File: src/rtl/fdc_dor_pkg.sv
package fdc_dor_pkg;

  localparam int DOR_W      = 8;
  localparam int SEL_W      = 2;
  localparam int BIT_SEL_LO = 0;
  localparam int BIT_RUN    = 2;
  localparam int BIT_DMA    = 3;
  localparam int BIT_MOT_LO = 4;

  typedef enum logic [1:0] {
    MODE_GATED     = 2'b00,
    MODE_GATED_ALT = 2'b01,
    MODE_FORCED    = 2'b10,
    MODE_RSVD      = 2'b11
  } dma_mode_e;

  function automatic logic dma_effective(input logic [1:0] mode, input logic dma_bit);
    return (mode == MODE_FORCED) ? 1'b1 : dma_bit;
  endfunction

  function automatic int hold_cycles(input int clk_ns, input int min_ns);
    int raw;
    raw = (min_ns + clk_ns - 1) / clk_ns;
    return (raw < 1) ? 1 : raw;
  endfunction

endpackage

File: src/rtl/fdc_dor_bus.sv
module fdc_dor_bus #(
  parameter int                ADDR_W    = 16,
  parameter int                DATA_W    = 8,
  parameter logic [ADDR_W-1:0] BASE_ADDR = 'h3F2
) (
  input  logic              clk,
  input  logic              rst,
  input  logic              cs_i,
  input  logic [ADDR_W-1:0] addr_i,
  input  logic              wr_i,
  input  logic              rd_i,
  input  logic [DATA_W-1:0] store_i,
  output logic              wr_hit_o,
  output logic [DATA_W-1:0] rdata_o
);

  logic addr_match;
  logic rd_hit;

  assign addr_match = (addr_i == BASE_ADDR);
  assign wr_hit_o   = cs_i & wr_i & addr_match;
  assign rd_hit     = cs_i & rd_i & addr_match;

  always_ff @(posedge clk) begin
    if (rst) begin
      rdata_o <= '0;
    end else if (rd_hit) begin
      rdata_o <= store_i;
    end
  end

endmodule

File: src/rtl/fdc_dor_store.sv
module fdc_dor_store #(
  parameter int DATA_W = 8
) (
  input  logic              clk,
  input  logic              rst,
  input  logic              wr_en_i,
  input  logic [DATA_W-1:0] wdata_i,
  output logic [DATA_W-1:0] q_o
);

  // Only the hardware reset clears the byte; the soft reset never reaches here.
  always_ff @(posedge clk) begin
    if (rst) begin
      q_o <= '0;
    end else if (wr_en_i) begin
      q_o <= wdata_i;
    end
  end

endmodule

File: src/rtl/fdc_dor_drive.sv
module fdc_dor_drive #(
  parameter int N_DRV = 2,
  parameter int SEL_W = 2
) (
  input  logic             clk,
  input  logic             rst,
  input  logic [N_DRV-1:0] mot_i,
  input  logic [SEL_W-1:0] sel_i,
  output logic [N_DRV-1:0] mtr_n_o,
  output logic [N_DRV-1:0] ds_n_o
);

  logic [N_DRV-1:0] mtr_n_d;
  logic [N_DRV-1:0] ds_n_d;

  // A select is only driven for the numbered drive whose motor is on.
  for (genvar i = 0; i < N_DRV; i++) begin : g_drv
    assign mtr_n_d[i] = ~mot_i[i];
    assign ds_n_d[i]  = ~((sel_i == SEL_W'(i)) & mot_i[i]);
  end

  always_ff @(posedge clk) begin
    if (rst) begin
      mtr_n_o <= '1;
      ds_n_o  <= '1;
    end else begin
      mtr_n_o <= mtr_n_d;
      ds_n_o  <= ds_n_d;
    end
  end

endmodule

File: src/rtl/fdc_dor_ctl.sv
module fdc_dor_ctl
  import fdc_dor_pkg::*;
#(
  parameter int HOLD_CYC = 10
) (
  input  logic       clk,
  input  logic       rst,
  input  logic       run_bit_i,
  input  logic       dma_bit_i,
  input  logic [1:0] mode_i,
  output logic       ctrl_rst_o,
  output logic       dma_en_o
);

  localparam int CW = $clog2(HOLD_CYC + 1);

  logic          req;
  logic [CW-1:0] hold_cnt;

  assign req = ~run_bit_i;

  // The counter reloads while the request is present and drains after it,
  // so the pulse covers the request plus HOLD_CYC-1 trailing cycles.
  always_ff @(posedge clk) begin
    if (rst) begin
      hold_cnt   <= CW'(HOLD_CYC - 1);
      ctrl_rst_o <= 1'b1;
      dma_en_o   <= 1'b0;
    end else begin
      if (req) begin
        hold_cnt <= CW'(HOLD_CYC - 1);
      end else if (hold_cnt != '0) begin
        hold_cnt <= hold_cnt - 1'b1;
      end
      ctrl_rst_o <= req | (hold_cnt != '0);
      dma_en_o   <= dma_effective(mode_i, dma_bit_i);
    end
  end

endmodule

File: src/rtl/fdc_dor.sv
module fdc_dor
  import fdc_dor_pkg::*;
#(
  parameter int                N_DRV      = 2,
  parameter int                ADDR_W     = 16,
  parameter logic [ADDR_W-1:0] BASE_ADDR  = 'h3F2,
  parameter int                CLK_NS     = 10,
  parameter int                MIN_RST_NS = 100
) (
  input  logic              clk,
  input  logic              rst,
  input  logic              bus_cs_i,
  input  logic [ADDR_W-1:0] bus_addr_i,
  input  logic              bus_wr_i,
  input  logic              bus_rd_i,
  input  logic [DOR_W-1:0]  bus_wdata_i,
  output logic [DOR_W-1:0]  bus_rdata_o,
  input  logic [1:0]        mode_i,
  output logic [N_DRV-1:0]  mtr_n_o,
  output logic [N_DRV-1:0]  ds_n_o,
  output logic              dma_en_o,
  output logic              ctrl_rst_o
);

  localparam int HOLD_CYC = hold_cycles(CLK_NS, MIN_RST_NS);

  logic             wr_hit;
  logic [DOR_W-1:0] dor_q;

  fdc_dor_bus #(
    .ADDR_W   (ADDR_W),
    .DATA_W   (DOR_W),
    .BASE_ADDR(BASE_ADDR)
  ) u_bus (
    .clk     (clk),
    .rst     (rst),
    .cs_i    (bus_cs_i),
    .addr_i  (bus_addr_i),
    .wr_i    (bus_wr_i),
    .rd_i    (bus_rd_i),
    .store_i (dor_q),
    .wr_hit_o(wr_hit),
    .rdata_o (bus_rdata_o)
  );

  fdc_dor_store #(
    .DATA_W(DOR_W)
  ) u_store (
    .clk    (clk),
    .rst    (rst),
    .wr_en_i(wr_hit),
    .wdata_i(bus_wdata_i),
    .q_o    (dor_q)
  );

  fdc_dor_drive #(
    .N_DRV(N_DRV),
    .SEL_W(SEL_W)
  ) u_drive (
    .clk    (clk),
    .rst    (rst),
    .mot_i  (dor_q[BIT_MOT_LO +: N_DRV]),
    .sel_i  (dor_q[BIT_SEL_LO +: SEL_W]),
    .mtr_n_o(mtr_n_o),
    .ds_n_o (ds_n_o)
  );

  fdc_dor_ctl #(
    .HOLD_CYC(HOLD_CYC)
  ) u_ctl (
    .clk       (clk),
    .rst       (rst),
    .run_bit_i (dor_q[BIT_RUN]),
    .dma_bit_i (dor_q[BIT_DMA]),
    .mode_i    (mode_i),
    .ctrl_rst_o(ctrl_rst_o),
    .dma_en_o  (dma_en_o)
  );

endmodule

File: config.mk
export PLATFORM = sky130hd
export DESIGN_NAME = fdc_dor
export DESIGN_NICKNAME = d
export VERILOG_FILES = /design/src/rtl/fdc_dor_pkg.sv /design/src/rtl/fdc_dor_bus.sv /design/src/rtl/fdc_dor_store.sv /design/src/rtl/fdc_dor_drive.sv /design/src/rtl/fdc_dor_ctl.sv /design/src/rtl/fdc_dor.sv
export SDC_FILE = /design/constraint.sdc
export NUM_CORES = 1
export LEC_CHECK = 0
export ABC_CLOCK_PERIOD_IN_PS = 2100
export BUFFER_PORTS_ARGS = -buffer_cell sky130_fd_sc_hd__buf_2
export CAP_MARGIN = 20
export CORE_UTILIZATION = 46
export CTS_BUF_LIST = sky130_fd_sc_hd__clkbuf_16
export DETAILED_ROUTE_END_ITERATION = 7
export MAX_ROUTING_LAYER = met4
export PLACE_DENSITY = 0.77
export SYNTH_ARGS = -nofsm -noshare
export SYNTH_HDL_FRONTEND = slang
export SYNTH_SLANG_ARGS = --single-unit
File: constraint.sdc
create_clock -name clk -period 2.1 [get_ports clk]
set_input_delay 0 -clock clk [delete_from_list [all_inputs] [get_ports clk]]
set_output_delay 0 -clock clk [all_outputs]
set_load 0.02 [all_outputs]
==> reports/summary.md, run 1 <==
The flow ran to the end, and the final reports show no timing, DRC or antenna violations. The worst-case clock skew came out at 0.002737 ns. Prior to clock tree synthesis, the placed netlist has a worst setup slack of 0.4426 ns. The synthesized netlist occupies a cell area of 1079 µm². TritonCTS built the clock tree. The launching element type of the critical path is an input port. Clock-pin slew was measured on the worst setup and hold paths at 0.06 ns.

Clock latency on the worst-skew pair, taken at its later pin, is 0.25 ns. The total of warnings raised by yosys was 0. The number of nets in the synthesized netlist is 148. The average instance in the mapped netlist occupies 9.379 µm².

Summed over all layers, the global routing overflow is 0. The proportion of synthesized flip-flops having asynchronous set or reset came out at 0. The logs give 0.2014 for the overall global routing resource usage and 0 ns for the total negative slack for setup checks. The tools report the number of sinks handled by clock tree synthesis as 26. The detail-routed via count per cell is 5.406.

At the worst endpoint, the arrival time is 1.53 ns. For the number of global-route vias before repair, the log shows 895. The logs give 1 for the maximum level of the CTS H-tree and 1409 µm² for the area of all placed cells without fillers. The number of flops mapped to enable cells by yosys works out to 0. The gate count of the mapped netlist came out at 115. The path class of the tightest hold or removal check is input port to register. The portion of the clock cycle consumed by the worst path in the final layout works out to 0.6657. CTS root buffer: sky130_fd_sc_hd__clkbuf_16. Yosys mapped the design onto 27 distinct sky130hd cell types. The number of max-slew violations in the final report was 0. The worst slew slack as a fraction of its limit is 0.6970.

The worst register-to-register path has a setup slack of 0.71 ns. The run gives 2 as the buffer levels on the longest clock path. The run gives 0 as the initial antenna violation count. Counting I/O delays and the setup requirement, the final critical path takes 1.398 ns. The DRC marker count from the first detailed-route iteration is 12. The top-level I/O count is 45, and the pin count of the biggest net entering global routing is 23.

The post-detailed-route DRC marker count was 0; the antenna diode count was 0. The logs give 3 for the number of buffers inserted during clock tree synthesis and 17 for the row count. The HPWL reported at the end of detailed placement is 1.813 mm, and the depth of the worst register-to-register path is 6.

The detailed-route wire length per cell came out at 12.64 µm. The area added between synthesis and finish came out at 30.63%. The worst setup path is captured at a register.

The path type of the worst setup path was input port to register. The starting utilization of the core area came out at 0.4876. At the worst endpoint, the required time is 2.23 ns. The routed layout has 1011 vias. The detailed-routing iteration count for the pre-antenna-repair pass is 4. Once detail routing completed, the nets flagged for antenna violations numbered 0.

The most critical setup path has its endpoint at u_store.q_o[2]$_SDFFE_PP0P_. The number of input and output port buffers inserted came out at 44. The floorplan step defined a die boundary enclosing 2542 µm². The floorplan step set the die height to 50.42 µm. The number of synthesized register bits is 26.

Setup repair after global routing left no endpoint under its margin. The first-pass GRT wire length came out at 3.760 mm. The worst hold path passes through 3 cells. In the synthesized netlist the dominant register cell turns out to be sky130_fd_sc_hd__dfxtp_1. The critical-path maximum fanout was 13; the post-layout total power was 954.0 µW. The logs give 183 for the count of placed standard cells including taps and 187 for the count of placed standard cells in the final layout, fillers left out. Summed over all layers, the routed wires come to 2.364 mm. For the core region area, the log shows 2212 µm². First element of the critical path: bus_addr_i[13]. The global placement routability congestion was 0.8544. Dividing total power by cell area gives a power density of 677.1 nW/µm². The die is 50.42 µm wide.

The beginning of the worst register-to-register path is u_ctl.hold_cnt[0]$_SDFFE_PP1P_. Fmax: 0.7153 GHz. The tools report the largest vdd supply drop as 0.3977 mV.

The tools report the number of max-capacitance violations reported as 0. Setup violations remaining at the end of the flow were counted as 0. After detailed placement, the total cell area comes to 1324 µm². At the pin with the least slew margin, the transition time is 0.4480 ns.

Number of hold violations in the final report: 0. The share of post-route cells with drive strength above 1 is 0.3459. The net count of the finished layout is 194, and the leakage component of the power is 0.5774 nW. The endpoint of the worst-slack reg-to-reg timing path is u_ctl.hold_cnt[1]$_SDFFE_PP0P_. The sequential element share of the synthesized area is 0.4826. Setup slack on the critical path of the routed design comes to 0.7020 ns.
worst min path at each step:
stage / start / endpoint / slack, ns
floorplan: rst / u_drive.mtr_n_o[1]$_SDFF_PP1_ / 0.12
global placement: mode_i[1] / u_ctl.dma_en_o$_SDFF_PP0_ / 0.23
detailed placement: mode_i[1] / u_ctl.dma_en_o$_SDFF_PP0_ / 0.24
CTS: bus_wdata_i[6] / u_store.q_o[6]$_SDFFE_PP0P_ / 0.004
global route: bus_wdata_i[6] / u_store.q_o[6]$_SDFFE_PP0P_ / 0.01
finish: bus_wdata_i[6] / u_store.q_o[6]$_SDFFE_PP0P_ / 0.004
sequential cells by signal (all words and copies together), names as in the netlist:
name,flops
u_bus.rdata_o,8
u_store.q_o,8
u_ctl.hold_cnt,4
u_drive.ds_n_o,2
u_drive.mtr_n_o,2
u_ctl.ctrl_rst_o,1
u_ctl.dma_en_o,1
power by group:
group	internal, mW	switching [mW]	total, mW
clock	0.252	0.152	0.404
combinational	0.0291	0.0271	0.0562
sequential	0.494	0.000150	0.494
cells by family after synthesis:
family	synth area share
xor gates and xnor gates	0.008122
muxes	0.03828
buffers and inverters	0.03943
DFF	0.4826
and+or+nand+nor	0.2645
AOI/OAI and AO/OA	0.1439
adders and majority gates	0.02320
stage by stage:
stage            util  hold WS, ns
6_report       0.6369     0.004278
5_1_grt        0.6369      0.01123
4_1_cts        0.6369     0.004094
3_5_place_dp   0.5984       0.2394
3_3_place_gp   0.5984       0.2308
2_1_floorplan       -       0.1235
worst max-delay path, cell delays in order:
cell and delay, ns:
sky130_fd_sc_hd__buf_2 0.10, sky130_fd_sc_hd__or4_4 0.54, sky130_fd_sc_hd__or4_4 0.59, sky130_fd_sc_hd__o21ai_0 0.21
sky130_fd_sc_hd__a21oi_1 0.09
synth_stat cells (all sizes together), types with 2 or more instances:
library cell	count	share of area
nor2	4	0.014
mux2i	3	0.028
nand4	13	0.075
inv	3	0.010
o21ai	13	0.064
nor2b	2	0.012
a21oi	14	0.065
nand2b	8	0.046
buf	2	0.015
nor4bb	2	0.019
dfxtp	26	0.48
nand3	3	0.014
ha	2	0.023
or3	2	0.012
nand2	5	0.017
or4	2	0.021
clkbuf	4	0.014
placed cells by master (no fill, tap or decap), drive strengths merged:
cell,instances
or4,2
buf,46
mux2i,3
mux2,1
a21oi,14
ha,2
nor2b,2
nand4,13
inv,3
nor4bb,2
dlygate4sd3,1
nor2,4
dfxtp,26
clkbuf,3
xnor2,1
nand3,3
nand2b,8
nor4,1
nor3,1
or3,2
nand2,5
a211o,1
nand4bb,1
a211oi,1
o21ai,13
per-layer routing:
layer  wire length, µm  GRT usage  vias to the layer above
met5                 0          -                        -
met4                16    0.06944                        0
met3               120    0.03939                        2
met2              1188     0.3422                       31
met1              1038     0.2364                      465
li1                  -          -                      513
layout make-up:
class                           count  area (µm²)
Clock buffer                        3       75.07
Fill cell                         204       803.3
Inverter                            3       11.26
Multi-Input combinational cell     80       521.8
Sequential cell                    26       520.5
Tap cell                           28       35.03
Timing Repair Buffer               47       245.2
repair_timing:
action,4_1_cts,5_1_grt
hold endpoints to repair,1,0
buffers inserted,0,0
resized for setup,0,0
hold buffers,1,0
Note: power is estimated with default switching activity, not from simulation.
==> run 2, diff against run 1 <==
- ABC_CLOCK_PERIOD_IN_PS: 2100 -> 1300
- clock period: 2.1 -> 1.3 ns (I/O delays scaled with it)
==> run 2 against run 1 <==
The flow now finishes with violations (negative setup slack). Hold slack improved by 0.0054 ns. Register-to-register slack got worse by 0.63 ns. Final cell count increased by 3.7%. Sequential share of layout area decreased by 2.3 points. Die area unchanged. Core utilization increased by 4.3 points. Power increased by 66%. Wire length increased by 13%.
==> reports/summary.md, run 2 (synthesized netlist as in run 1, its figures left out) <==
The area growth from synthesis to layout is 39.44%. The run gives 14 (+2) as the DRC marker count from the first detailed-route iteration. The detailed-routing iteration count for the pre-antenna-repair pass came out at 4 (unchanged). The number of sinks handled by clock tree synthesis was 26 (unchanged); the routed wire length was 2.671 mm (+13%).

The detailed-route wire length per cell is 13.77 µm (+8.9%), and the row count is 17 (unchanged). The number of input and output port buffers inserted was 44 (unchanged); the top-level I/O count was 45 (unchanged). The first-pass GRT wire length came out at 4.036 mm (+7.3%). The top cell types in the final layout, fill and taps aside, are sky130_fd_sc_hd__buf_2, sky130_fd_sc_hd__dfxtp_1, sky130_fd_sc_hd__nand4_1, sky130_fd_sc_hd__a21oi_1. The tools report the utilization of the core after routing as 0.6799 (+0.04299). The HPWL reported at the end of detailed placement was 1.830 mm (+0.89%). For the register-to-register setup slack, the log shows 0.08 ns (-0.63 ns). The portion of the clock cycle consumed by the worst path in the final layout is 1.042, and the clock share of power is 0.429 (+0.006). The logs give 0 (unchanged) for the number of hold violations in the final report and 0.504 (-0.014) for the sequential power share. The buffer levels on the longest clock path came out at 2 (unchanged). Static timing analysis puts the maximum clock frequency at 0.7382 GHz.

The slew of the pin with the lowest slew margin works out to 0.3991 ns (-0.04888 ns). The endpoint identified for the worst register-to-register timing path is u_ctl.hold_cnt[2]$_SDFFE_PP0P_. The final setup slack of the worst path was -0.05459 ns (-0.7566 ns); the core region area was 2212 µm² (unchanged). The checks that failed: negative setup slack.

Type of element capturing the critical path: a register. The data arrival time at the worst-slack endpoint is 1.49 ns (-0.04 ns), and the overall global routing resource usage is 0.2202 (+0.01874). The depth of the worst register-to-register path was 6 (unchanged); the share of post-route cells with drive strength above 1 was 0.4096 (+0.06373). The detail-routed via count per cell was 5.660 (+4.7%). The run finished, with violations left.

The tools report the power spent charging and discharging nets as 316.6 µW (+76%). The number of global-route vias before repair was 990 (+11%). The classification of the worst-slack hold path was input port to register. The initial antenna violation count was 0 (unchanged); the number of instances on the worst hold path was 3 (unchanged). The register clock-pin slew on the reported worst setup and hold paths works out to 0.06 ns (about the same). Setup repair after global routing could not meet its margin everywhere. The standard cell area after detailed placement is 1346 µm² (+1.7%). Count of fill cells added during filler insertion: 177 (-13%). The worst hold endpoint was u_store.q_o[1]$_SDFFE_PP0P_. The logs give 0.4876 (unchanged) for the starting utilization of the core area and 0 (unchanged) for the number of max-slew violations in the final report. The largest vdd supply drop is 0.7512 mV (+89%), and the overall via count from detail_route is 1098 (+8.6%). Area of all placed cells without fillers: 1504 µm² (+6.7%). Post-detailed-route count of antenna-violating nets: 0 (unchanged).

The logs give 23 (unchanged) for the pin count of the biggest net entering global routing and 0.8341 (-2.4%) for the global placement routability congestion. The number of max-capacitance violations reported was 0 (unchanged); the net count of the finished layout was 200 (+3.1%). The chip width came out at 50.42 µm (unchanged). The total setup violations reported at the end of the flow came out at 7 (+7). Switching part of the total power: 0.2000 (+0.01191).

For the post-layout total power, the log shows 1.583 mW (+66%). The largest registers in the layout are u_bus.rdata_o (8), u_store.q_o (8), u_ctl.hold_cnt (4). The critical hold path startpoint was bus_wdata_i[1]. The antenna diode count is 0 (unchanged), and the leakage component of the power is 0.6052 nW (+4.8%). For the post-CTS setup buffer count, the log shows 0 (unchanged). STA classifies the critical path startpoint as an input port. The worst-case clock skew is 0.004398 ns (+0.001661 ns), and the height of the chip is 50.42 µm (unchanged). The worst setup slack before clock tree synthesis came out at -0.2941 ns (-0.7367 ns). The worst register-to-register path begins at u_ctl.hold_cnt[0]$_SDFFE_PP1P_.

The critical-path maximum fanout is 7 (-6). The required time reported for the critical path endpoint was 1.43 ns (-0.80 ns). The number of buffers inserted during clock tree synthesis was 3 (unchanged); the areal power density over the cells was 1052 nW/µm² (+55%). The tools report the post-detailed-route DRC marker count as 0 (unchanged).

TritonCTS built the clock tree. Commonest non-fill, non-tap cell in the layout: sky130_fd_sc_hd__buf_2. The worst slew slack as a fraction of its limit is 0.7333 (+0.03623), and the global route total overflow is 0 (unchanged).

The run gives 0.26 ns (about the same) as the latest clock arrival within the worst-skew pair. For the maximum level of the CTS H-tree, the log shows 1 (unchanged). The internal portion of total power is 1.266 mW (+63%), and the fraction of power consumed by combinational cells is 0.067 (+0.008). The final critical delay including setup and external delays was 1.355 ns. The overall die area was 2542 µm² (unchanged).

The tools report the CTS root buffer as sky130_fd_sc_hd__clkbuf_16. Path type of the worst setup path: input port to register.
-- run 2: cell types whose count changed in the layout (fill, tap and decap cells not counted), moves of 2 or more --
| cell | before | now |
|---|---|---|
| sky130_fd_sc_hd__dlygate4sd3_1 | 1 | 3 |
| sky130_fd_sc_hd__inv_1 | 3 | 1 |
| sky130_fd_sc_hd__o21ai_2 | 1 | 5 |
| sky130_fd_sc_hd__o21ai_0 | 3 | 0 |
| sky130_fd_sc_hd__inv_2 | 0 | 2 |
| sky130_fd_sc_hd__buf_4 | 2 | 5 |
-- run 2: repair_timing --
action	4_1_cts	5_1_grt
gates cloned	0	1
gates resized for setup	2	13
setup endpoints to repair	5	11
hold endpoints to repair	3	0
hold buffers	3	0
pin swaps	0	6
-- run 2: worst max-delay path by stage --
| stage | endpoint | depth (start not counted) | slack (ns) | start |
|---|---|---|---|---|
| finish | u_store.q_o[7]$_SDFFE_PP0P_ | 5 | -0.05 | bus_addr_i[13] |
| global route | u_store.q_o[7]$_SDFFE_PP0P_ | 5 | -0.09 | bus_addr_i[13] |
| CTS | u_store.q_o[7]$_SDFFE_PP0P_ | 5 | -0.02 | bus_addr_i[14] |
| detailed placement | u_store.q_o[2]$_SDFFE_PP0P_ | 5 | -0.29 | bus_addr_i[14] |
| global placement | u_store.q_o[5]$_SDFFE_PP0P_ | 5 | -0.25 | bus_addr_i[14] |
| floorplan | u_store.q_o[6]$_SDFFE_PP0P_ | 5 | -0.13 | bus_addr_i[14] |
-- run 2: layer usage --
metal	GRT usage	share of wire	vias up
met2	0.3622	0.52	44
met1	0.2509	0.40	519
li1	-	-	528
met5	-	0	-
met3	0.04848	0.058	7
met4	0.1111	0.021	0
-- run 2: power groups by stage --
stage / combinational, mW / clock [mW] / sequential [mW]
floorplan: 0.0309 / 0 / 0.817
global placement: 0.0900 / 0 / 0.816
detailed placement: 0.0923 / 0 / 0.816
CTS: 0.0995 / 0.683 / 0.798
global route: 0.113 / 0.726 / 0.797
finish: 0.106 / 0.679 / 0.798
-- run 2: stage by stage --
| step | std cells | setup TNS, ns | hold WS [ns] |
|---|---|---|---|
| 5_1_grt | 194 | -0.3646 | 0.01685 |
| 3_3_place_gp | 186 | -3.314 | 0.2325 |
| 6_report | 194 | -0.1882 | 0.009689 |
| 4_1_cts | 193 | -0.06343 | 0.005319 |
| 2_1_floorplan | 115 | -1.379 | 0.1235 |
| 3_5_place_dp | 186 | -3.673 | 0.2350 |
-- run 2: worst max-delay path, stage by stage --
cell and delay [ns]:
sky130_fd_sc_hd__buf_6 0.09, sky130_fd_sc_hd__or4_4 0.56, sky130_fd_sc_hd__or4_4 0.58, sky130_fd_sc_hd__o21ai_2 0.16, sky130_fd_sc_hd__a21oi_1 0.09
-- run 2: cell type report --
cell class	count	area, µm²	area share
multi-input cells	81	564.3	0.3752
flip-flops and latches	26	520.5	0.3461
clock buffers	3	75.07	0.04992
inverters	3	11.26	0.007488
repair buffers	52	294.0	0.1955
clock inverters	1	3.754	0.002496
well taps	28	35.03	0.02329
